<file path="config.mk">
export PLATFORM = sky130hd
export DESIGN_NAME = uart_irq_ident
export DESIGN_NICKNAME = d
export VERILOG_FILES = /design/src/rtl/uart_irq_pkg.sv /design/src/rtl/uart_irq_flags.sv /design/src/rtl/uart_irq_prio.sv /design/src/rtl/uart_irq_ident.sv
export SDC_FILE = /design/constraint.sdc
export NUM_CORES = 1
export LEC_CHECK = 0
export CAP_MARGIN = 0
export CORE_AREA = 4 4 41 43
export CTS_BUF_LIST = sky130_fd_sc_hd__clkbuf_16
export CTS_CLUSTER_DIAMETER = 150
export DETAILED_ROUTE_END_ITERATION = 6
export DIE_AREA = 0 0 45 47
export GPL_TIMING_DRIVEN = 0
export PLACE_DENSITY = 0.74
export SKIP_LAST_GASP = 1
export SYNTH_ARGS = -nofsm -noshare
export SYNTH_HDL_FRONTEND = slang
export SYNTH_SLANG_ARGS = --single-unit
</file>
<file path="constraint.sdc">
create_clock -name clk -period 2.74 [get_ports clk]
set_input_delay 0.274 -clock clk [delete_from_list [all_inputs] [get_ports clk]]
set_output_delay 0.274 -clock clk [all_outputs]
set_load 0.03 [all_outputs]
</file>
<file path="src/rtl/uart_irq_pkg.sv">
// Package: shared source indices and identification codes for the
// interrupt identification unit. Assumes index order equals priority order.
package uart_irq_pkg;

    localparam int NUM_SRC   = 7;  // resolved sources, index 0 is highest
    localparam int CODE_W    = 6;  // width of the identification code field
    localparam int NUM_FLAGS = 5;  // sources held in latched flags
    localparam int NUM_EN    = 6;  // per-source enable bits

    typedef enum int {
        S_LINE  = 0,
        S_RXTO  = 1,
        S_RXRDY = 2,
        S_THR   = 3,
        S_MODEM = 4,
        S_XOFF  = 5,
        S_FLOW  = 6
    } src_e;

    // latched flag slots
    localparam int F_LINE  = 0;
    localparam int F_THR   = 1;
    localparam int F_MODEM = 2;
    localparam int F_XOFF  = 3;
    localparam int F_FLOW  = 4;

    localparam logic [CODE_W-1:0] IDLE_CODE = 6'h01;

    // Identification code for a resolved source index.
    function automatic logic [CODE_W-1:0] src_code(input int idx);
        logic [CODE_W-1:0] c;
        case (idx)
            S_LINE:  c = 6'h06;
            S_RXTO:  c = 6'h0C;
            S_RXRDY: c = 6'h04;
            S_THR:   c = 6'h02;
            S_MODEM: c = 6'h00;
            S_XOFF:  c = 6'h10;
            S_FLOW:  c = 6'h20;
            default: c = IDLE_CODE;
        endcase
        return c;
    endfunction

endpackage

</file>
<file path="src/rtl/uart_irq_flags.sv">
// Module: bank of set/clear interrupt flags.
// Each flag sets on its set strobe and clears on its clear strobe; a set
// in the same cycle as a clear wins. Assumes synchronous active-low reset.
module uart_irq_flags #(
    parameter int NUM = 5
) (
    input  logic           clk,
    input  logic           rst_n,
    input  logic [NUM-1:0] set_i,
    input  logic [NUM-1:0] clr_i,
    output logic [NUM-1:0] flag_o
);

    generate
        for (genvar i = 0; i < NUM; i++) begin : g_flag
            // Purpose: hold one pending condition until its clear strobe.
            always_ff @(posedge clk) begin
                if (!rst_n)
                    flag_o[i] <= 1'b0;
                else if (set_i[i])
                    flag_o[i] <= 1'b1;
                else if (clr_i[i])
                    flag_o[i] <= 1'b0;
            end

            // a set strobe always leaves the flag high after the edge
            p_set_wins_r10: assert property (@(posedge clk) disable iff (!rst_n)
                set_i[i] |=> flag_o[i]);
            // clear without set drops the flag
            p_clear_r7: assert property (@(posedge clk) disable iff (!rst_n)
                (clr_i[i] && !set_i[i]) |=> !flag_o[i]);
        end
    endgenerate

endmodule

</file>
<file path="src/rtl/uart_irq_prio.sv">
// Module: fixed-priority resolver. Picks the lowest-indexed pending source,
// returns a one-hot grant and its identification code, or the idle code.
// Assumes the pending vector is already masked by enables.
module uart_irq_prio
    import uart_irq_pkg::*;
#(
    parameter int NUM = NUM_SRC,
    parameter int CW  = CODE_W
) (
    input  logic           clk,
    input  logic           rst_n,
    input  logic [NUM-1:0] pend_i,
    output logic [NUM-1:0] grant_o,
    output logic [CW-1:0]  code_o
);

    // Purpose: scan from lowest priority up so the highest pending wins.
    always_comb begin
        grant_o = '0;
        code_o  = IDLE_CODE;
        for (int i = NUM - 1; i >= 0; i--) begin
            if (pend_i[i]) begin
                grant_o = '0;
                grant_o[i] = 1'b1;
                code_o  = src_code(i);
            end
        end
    end

    // at most one source is reported
    p_onehot_grant_r2: assert property (@(posedge clk) disable iff (!rst_n)
        $onehot0(grant_o));
    // nothing pending gives the idle code
    p_idle_code_r3: assert property (@(posedge clk) disable iff (!rst_n)
        (pend_i == '0) |-> (code_o == IDLE_CODE));
    // any pending source clears bit 0
    p_pending_bit0_r3: assert property (@(posedge clk) disable iff (!rst_n)
        (pend_i != '0) |-> !code_o[0]);

endmodule

</file>
<file path="src/rtl/uart_irq_ident.sv">
// Module: interrupt identification unit for one UART channel.
// Latches event pulses, masks by per-source enables and the enhanced-mode
// enable, resolves priority and forms the status byte and interrupt line.
// Assumes CPU access strobes are single-cycle and synchronous to clk.
module uart_irq_ident
    import uart_irq_pkg::*;
(
    input  logic                clk,
    input  logic                rst_n,
    input  logic                fifo_en,
    input  logic                enh_en,
    input  logic [NUM_EN-1:0]   src_en,
    input  logic                ev_line_err,
    input  logic                rx_ready,
    input  logic                rx_timeout,
    input  logic                ev_thr_empty,
    input  logic                ev_modem,
    input  logic                ev_xoff,
    input  logic                ev_xon,
    input  logic                ev_flow_chg,
    input  logic                rd_status,
    input  logic                rd_line,
    input  logic                rd_modem,
    input  logic                wr_thr,
    output logic [7:0]          status,
    output logic                irq
);

    logic [NUM_FLAGS-1:0] flag_set;
    logic [NUM_FLAGS-1:0] flag_clr;
    logic [NUM_FLAGS-1:0] flag_q;
    logic [NUM_SRC-1:0]   pend;
    logic [NUM_SRC-1:0]   grant;
    logic [CODE_W-1:0]    code;
    logic                 fifo_q;

    // Purpose: route event pulses to their flag set strobes.
    always_comb begin
        flag_set          = '0;
        flag_set[F_LINE]  = ev_line_err;
        flag_set[F_THR]   = ev_thr_empty;
        flag_set[F_MODEM] = ev_modem;
        flag_set[F_XOFF]  = ev_xoff;
        flag_set[F_FLOW]  = ev_flow_chg;
    end

    // Purpose: derive clear strobes from CPU accesses and the reported source.
    always_comb begin
        flag_clr          = '0;
        flag_clr[F_LINE]  = rd_line;
        flag_clr[F_THR]   = wr_thr | (rd_status & grant[S_THR]);
        flag_clr[F_MODEM] = rd_modem;
        flag_clr[F_XOFF]  = ev_xon;
        flag_clr[F_FLOW]  = rd_status & grant[S_FLOW];
    end

    uart_irq_flags #(.NUM(NUM_FLAGS)) u_flags (
        .clk    (clk),
        .rst_n  (rst_n),
        .set_i  (flag_set),
        .clr_i  (flag_clr),
        .flag_o (flag_q)
    );

    // Purpose: mask raw conditions by enables ahead of priority resolution.
    always_comb begin
        pend          = '0;
        pend[S_LINE]  = flag_q[F_LINE]  & src_en[0];
        pend[S_RXTO]  = rx_timeout      & src_en[1];
        pend[S_RXRDY] = rx_ready        & src_en[1];
        pend[S_THR]   = flag_q[F_THR]   & src_en[2];
        pend[S_MODEM] = flag_q[F_MODEM] & src_en[3];
        pend[S_XOFF]  = flag_q[F_XOFF]  & src_en[4] & enh_en;
        pend[S_FLOW]  = flag_q[F_FLOW]  & src_en[5] & enh_en;
    end

    uart_irq_prio #(.NUM(NUM_SRC), .CW(CODE_W)) u_prio (
        .clk     (clk),
        .rst_n   (rst_n),
        .pend_i  (pend),
        .grant_o (grant),
        .code_o  (code)
    );

    // Purpose: register the FIFO-mode indication shown on bits 7:6.
    always_ff @(posedge clk) begin
        if (!rst_n)
            fifo_q <= 1'b0;
        else
            fifo_q <= fifo_en;
    end

    // Purpose: assemble the status byte and the interrupt line.
    always_comb begin
        status = {fifo_q, fifo_q, code};
        irq    = ~code[0];
    end

    // Xoff flag persists unless an Xon pulse arrives
    p_xoff_sticky_r6: assert property (@(posedge clk) disable iff (!rst_n)
        (flag_q[F_XOFF] && !ev_xon) |=> flag_q[F_XOFF]);
    // status read while transmit empty is reported removes it
    p_thr_read_clear_r8: assert property (@(posedge clk) disable iff (!rst_n)
        (rd_status && status[5:0] == 6'h02 && !ev_thr_empty) |=> !flag_q[F_THR]);
    // enhanced levels hidden when enhanced mode is off
    p_enh_gate_r5: assert property (@(posedge clk) disable iff (!rst_n)
        !enh_en |-> (status[5:4] == 2'b00));
    // FIFO-mode bits follow the enable one clock later
    p_fifo_bits_r4: assert property (@(posedge clk) disable iff (!rst_n)
        fifo_en |=> (status[7:6] == 2'b11));
    // line flag is not disturbed by a status read alone
    p_line_hold_r7: assert property (@(posedge clk) disable iff (!rst_n)
        (flag_q[F_LINE] && !rd_line) |=> flag_q[F_LINE]);

endmodule

</file>
* Yosys cells after proc, flatten, opt, wreduce, memory -nomap -nowiden
Index checks and enable logic that the tools add are counted.
** Storage, ports and cells
- Memory bits (writable) :: 0
- Register bits after elaboration :: 6
- Bits in read-only memories :: 0
- Memories kept :: 0
- Word-level logic and storage cells :: 48
- Latch bits :: 0
- Output and inout bits :: 9
- Bits of input ports :: 22
** Cells by class
- Reductions and logical operators :: 5
- Mux-type cells :: 24
- Add/sub/neg operators :: 0
- Multiply operators :: 0
- Order comparisons :: 0
- Bitwise gates (word level) :: 13
- Shifts and indexed selects :: 0
- Divide/modulo/power cells :: 0
- Eq/ne operators :: 0
** Operator list (count)
- $mux 7 :: 7
- $mux 6 :: 7
- $and 1x1->1 :: 11
- $mux 1 :: 10
- $reduce_bool 2->1 :: 5
- $not 1->1 :: 1
- $or 1x1->1 :: 1

* Depth between registers and ports, before layout
Gate-level depths: netlist (run 1).
- Word-level depth :: 13
- Mapped depth :: 3

* By module
From an unflattened synthesis (run 1), not the netlist that was laid out.
** Unflattened totals
- Cells, all modules :: 47
- Area total of the unflattened synthesis :: 455.4 sq um
** By module, submodules not included
- uart_irq_flags :: times used 1, cells an instance 15, area an instance 206.4 sq um
- uart_irq_prio :: times used 1, cells an instance 18, area an instance 145.1 sq um
- uart_irq_ident :: times used 1, cells an instance 14, area an instance 103.8 sq um

* Worst setup path after synthesis (run 1)
OpenSTA, ideal clock, no wires.
- Kind :: input -> output
- Start point :: input port rx_ready
- End point :: output port status[0]
- Data arrival time :: 1.068 ns
- Stages :: 3
- Path buffers :: 0
- Slack :: 1.398 ns
- Path through :: o21ai_2 > nand3_1 > a21oi_1
** Between the ends
- Longest elaborated chain between the ends :: 4
** Ends and longest elaborated chain
- from (decl) :: RTL line uart_irq_ident.sv:14 : input logic rx_ready,
- $and 1x1->1 :: RTL line uart_irq_ident.sv:70 : pend[S_RXRDY] = rx_ready & src_en[1];
- $mux 6 (3 in series) :: RTL line uart_irq_prio.sv:22 : if (pend_i[i]) begin
- to (decl) :: RTL line uart_irq_ident.sv:25 : output logic [7:0] status,
Every way passes these cells.

* Worst setup path in the final report (run 1)
- Start point :: input port rx_ready
- End point :: output port status[5]
Same word-level chain as after synthesis.

==> qor.csv, run 1 <==
metric;value;unit
Max Cap Violations;0;
initial core utilization;0.259;
IR drop worst, VDD;400;uV
Yosys reg bits;6;
root buffer cell;clkbuf_16;
Final nets;96;
DR vias/cell;4.60;
max-slew violation count;0;
flop-to-flop setup slack;1810;ps
Die ar.;2120;um^2
reg-to-reg critical path startpoint;u_flags.flag_o[1]$_SDFFE_PN0P_;
Congestion Overflow GR;0;
Die W;45;um
cell depth of the worst min-delay path;2;
pre-CTS setup slack;519;ps
status;complete, no violations;
Clock Sinks;6;
commonest non-fill, non-tap cell in the layout;clkdlybuf4s50_1;
largest area contributor in the netlist;dfxtp_1;
Final Cell Area;731;um^2
main flop type after synthesis;dfxtp_1;
Crit. End Element;primary output;
synthesized instance count;39;
RSZ-0062 raised after global routing;false;
# rows;13;
clock skew;0.416;ps
Rel. slew slack;0.793;
CP Class;primary input to primary output;
CTS Hold Buffers Added;0;
Final Core Density;0.562;
initial antenna violation count;0;
DRT Wirelength;936;um
Syn. warnings;0;
Synth-to-Final Area Change;117;%
Min-Delay Path Class;register to register;
vias after detailed routing;400;
number of flops mapped to enable cells by yosys;0;
RR Endpoint;u_flags.flag_o[4]$_SDFFE_PN0P_;
TritonCTS Buffers;3;
CTS clk-pin slew, worst paths;30;ps
endpoints failing setup;0;
DRC;0;
TritonCTS clock tree;built;
Max clock buf depth;2;
top cell type's share of synthesized area;0.357;
fmax;0.450;GHz
# resized after CTS;0;
first-pass GRT wire length;1.37;mm
Mapped Area;337;um^2
CP startpoint kind;primary input;
clock period minus worst slack;2220;ps
share of post-route cells with drive strength above 1;0.125;
Leak Pwr;0.291;nW
Area contributors post-synth;dfxtp_1, o21a_1, nand3_1, nand2_1, nor2b_1;
Min-Delay Endpoint;u_flags.flag_o[0]$_SDFFE_PN0P_;
hold path startpoint;u_flags.flag_o[0]$_SDFFE_PN0P_;
crit path DAT;1950;ps
wire per inst;10.8;um
DIE HEIGHT;47;um
sum of negative setup slack;0;ps
most frequent cells in the layout;clkdlybuf4s50_1, dfxtp_1, nand2_1;
Tot GR Track Use;0.0964;
# placed instances;84;
fin cells;87;
I/O Pins;31;
Tcrit/Tclk final;0.812;
total setup buffers inserted after CTS;0;
Worst Max-Slew Pin Slew;310;ps
pwr/cell area;581;nW/um^2
vias in the first global route;348;
core area;1300;um^2
Iter 0 DRT Violations;3;
Final Worst Setup Slack;516;ps
dpl hpwl;770;um
Synth Net Count;61;
Async SR Flop Fraction;0;
Critical Path Fanout Max;5;
Final GP Congestion;0.670;
Netlist cell types;19;
largest net degree at the start of global routing;7;
port bufs;30;
R2R cell count;3;
H-tree lvl count;1;
placed inst area;656;um^2
Avg Cell Area, Syn;8.63;um^2
register area share after synthesis;0.357;
DR pass1 iterations;2;
Hold Vio Cnt, Final;0;
Critical Path RT;2470;ps
antenna-violating nets left;0;
later-pin clock latency in the skew report;220;ps
n_diodes;0;
==> where the power goes <==
part / leakage [nW] / total, mW / internal, mW / switching, mW
logic: 0.204 / 0.0945 / 0.0549 / 0.0396
registers: 0.0502 / 0.0974 / 0.0938 / 0.00368
clock network: 0.0370 / 0.232 / 0.187 / 0.0454
total: 0.291 / 0.424 / 0.336 / 0.0887
==> routing by layer <==
layer	part of all wire	GRT usage	wire length [um]
met5	0	0	0
met4	0.0096	0.0351	9
met3	0.13	0.0728	121
met2	0.45	0.164	425
met1	0.40	0.0888	379
==> synth_stat cells, drive strengths merged (2+ instances only) <==
| master | instances |
|---|---|
| nand3 | 4 |
| and3 | 2 |
| o21a | 4 |
| and2 | 2 |
| nor2b | 3 |
| a41oi | 2 |
| dfxtp | 6 |
| a21oi | 2 |
| buf | 2 |
| nand2 | 5 |
| o21ai | 2 |
==> stage by stage <==
stage / hold slack (ps) / power [mW]
global placement: 563 / 0.193
floorplan: 392 / 0.140
global route: 619 / 0.444
CTS: 585 / 0.431
finish: 581 / 0.424
detailed placement: 579 / 0.194
==> layout make-up <==
type / instances / area, um^2
clock buffer: 3 / 75.1
timing repair buffer: 30 / 300
buffer: 2 / 15.0
multi-input combinational: 30 / 198
tap: 15 / 18.8
fill: 129 / 571
sequential: 6 / 120
inverter: 1 / 3.75
==> worst max-delay path: stages <==
cell and delay (ps):
clkdlybuf4s50_1 410, o21ai_2 240, and3_4 230, and2_1 120
clkdlybuf4s50_1 670
==> logic make-up after synthesis <==
logic type      count (synthesis)  synth area share
compound gates                 12             0.297
flops                           6             0.357
buf+inv                         3            0.0557
simple gates                   18             0.290
==> flip-flops by register name, summed over array words and instances (netlist names) <==
signal / flops
u_flags.flag_o: 5
fifo_q: 1
==> worst max-delay path by stage <==
| stage | start | endpoint | cells past startpoint |
|---|---|---|---|
| after floorplan | rx_ready | status[0] | 3 |
| after global routing | rx_ready | status[0] | 5 |
| final | rx_ready | status[5] | 5 |
| after global placement | rx_ready | status[5] | 5 |
| after detailed placement | rx_ready | status[5] | 5 |
| after CTS | rx_ready | status[5] | 5 |
Note: power is estimated with default switching activity, not from simulation.
==> run 2: changes to the inputs <==
==> constraint.sdc (replaced) <==
create_clock -name clk -period 2.2 [get_ports clk]
set_input_delay 0.22 -clock clk [delete_from_list [all_inputs] [get_ports clk]]
set_output_delay 0.22 -clock clk [all_outputs]
set_load 0.03 [all_outputs]
==> results of run 2 <==
The final DEF is identical to that of run 1. Status: complete, no violations.
Among the figures that moved: setup slack after placement 519 ps -> 86.6 ps; setup slack after layout 516 ps -> 83.7 ps; hold slack 581 ps -> 580 ps; register-to-register setup slack 1810 ps -> 1270 ps; end point of the worst hold path u_flags.flag_o[0]$_SDFFE_PN0P_ -> fifo_q$_SDFF_PN0_; total power 0.424 mW -> 0.528 mW; worst IR drop on VDD 400 uV -> 498 uV
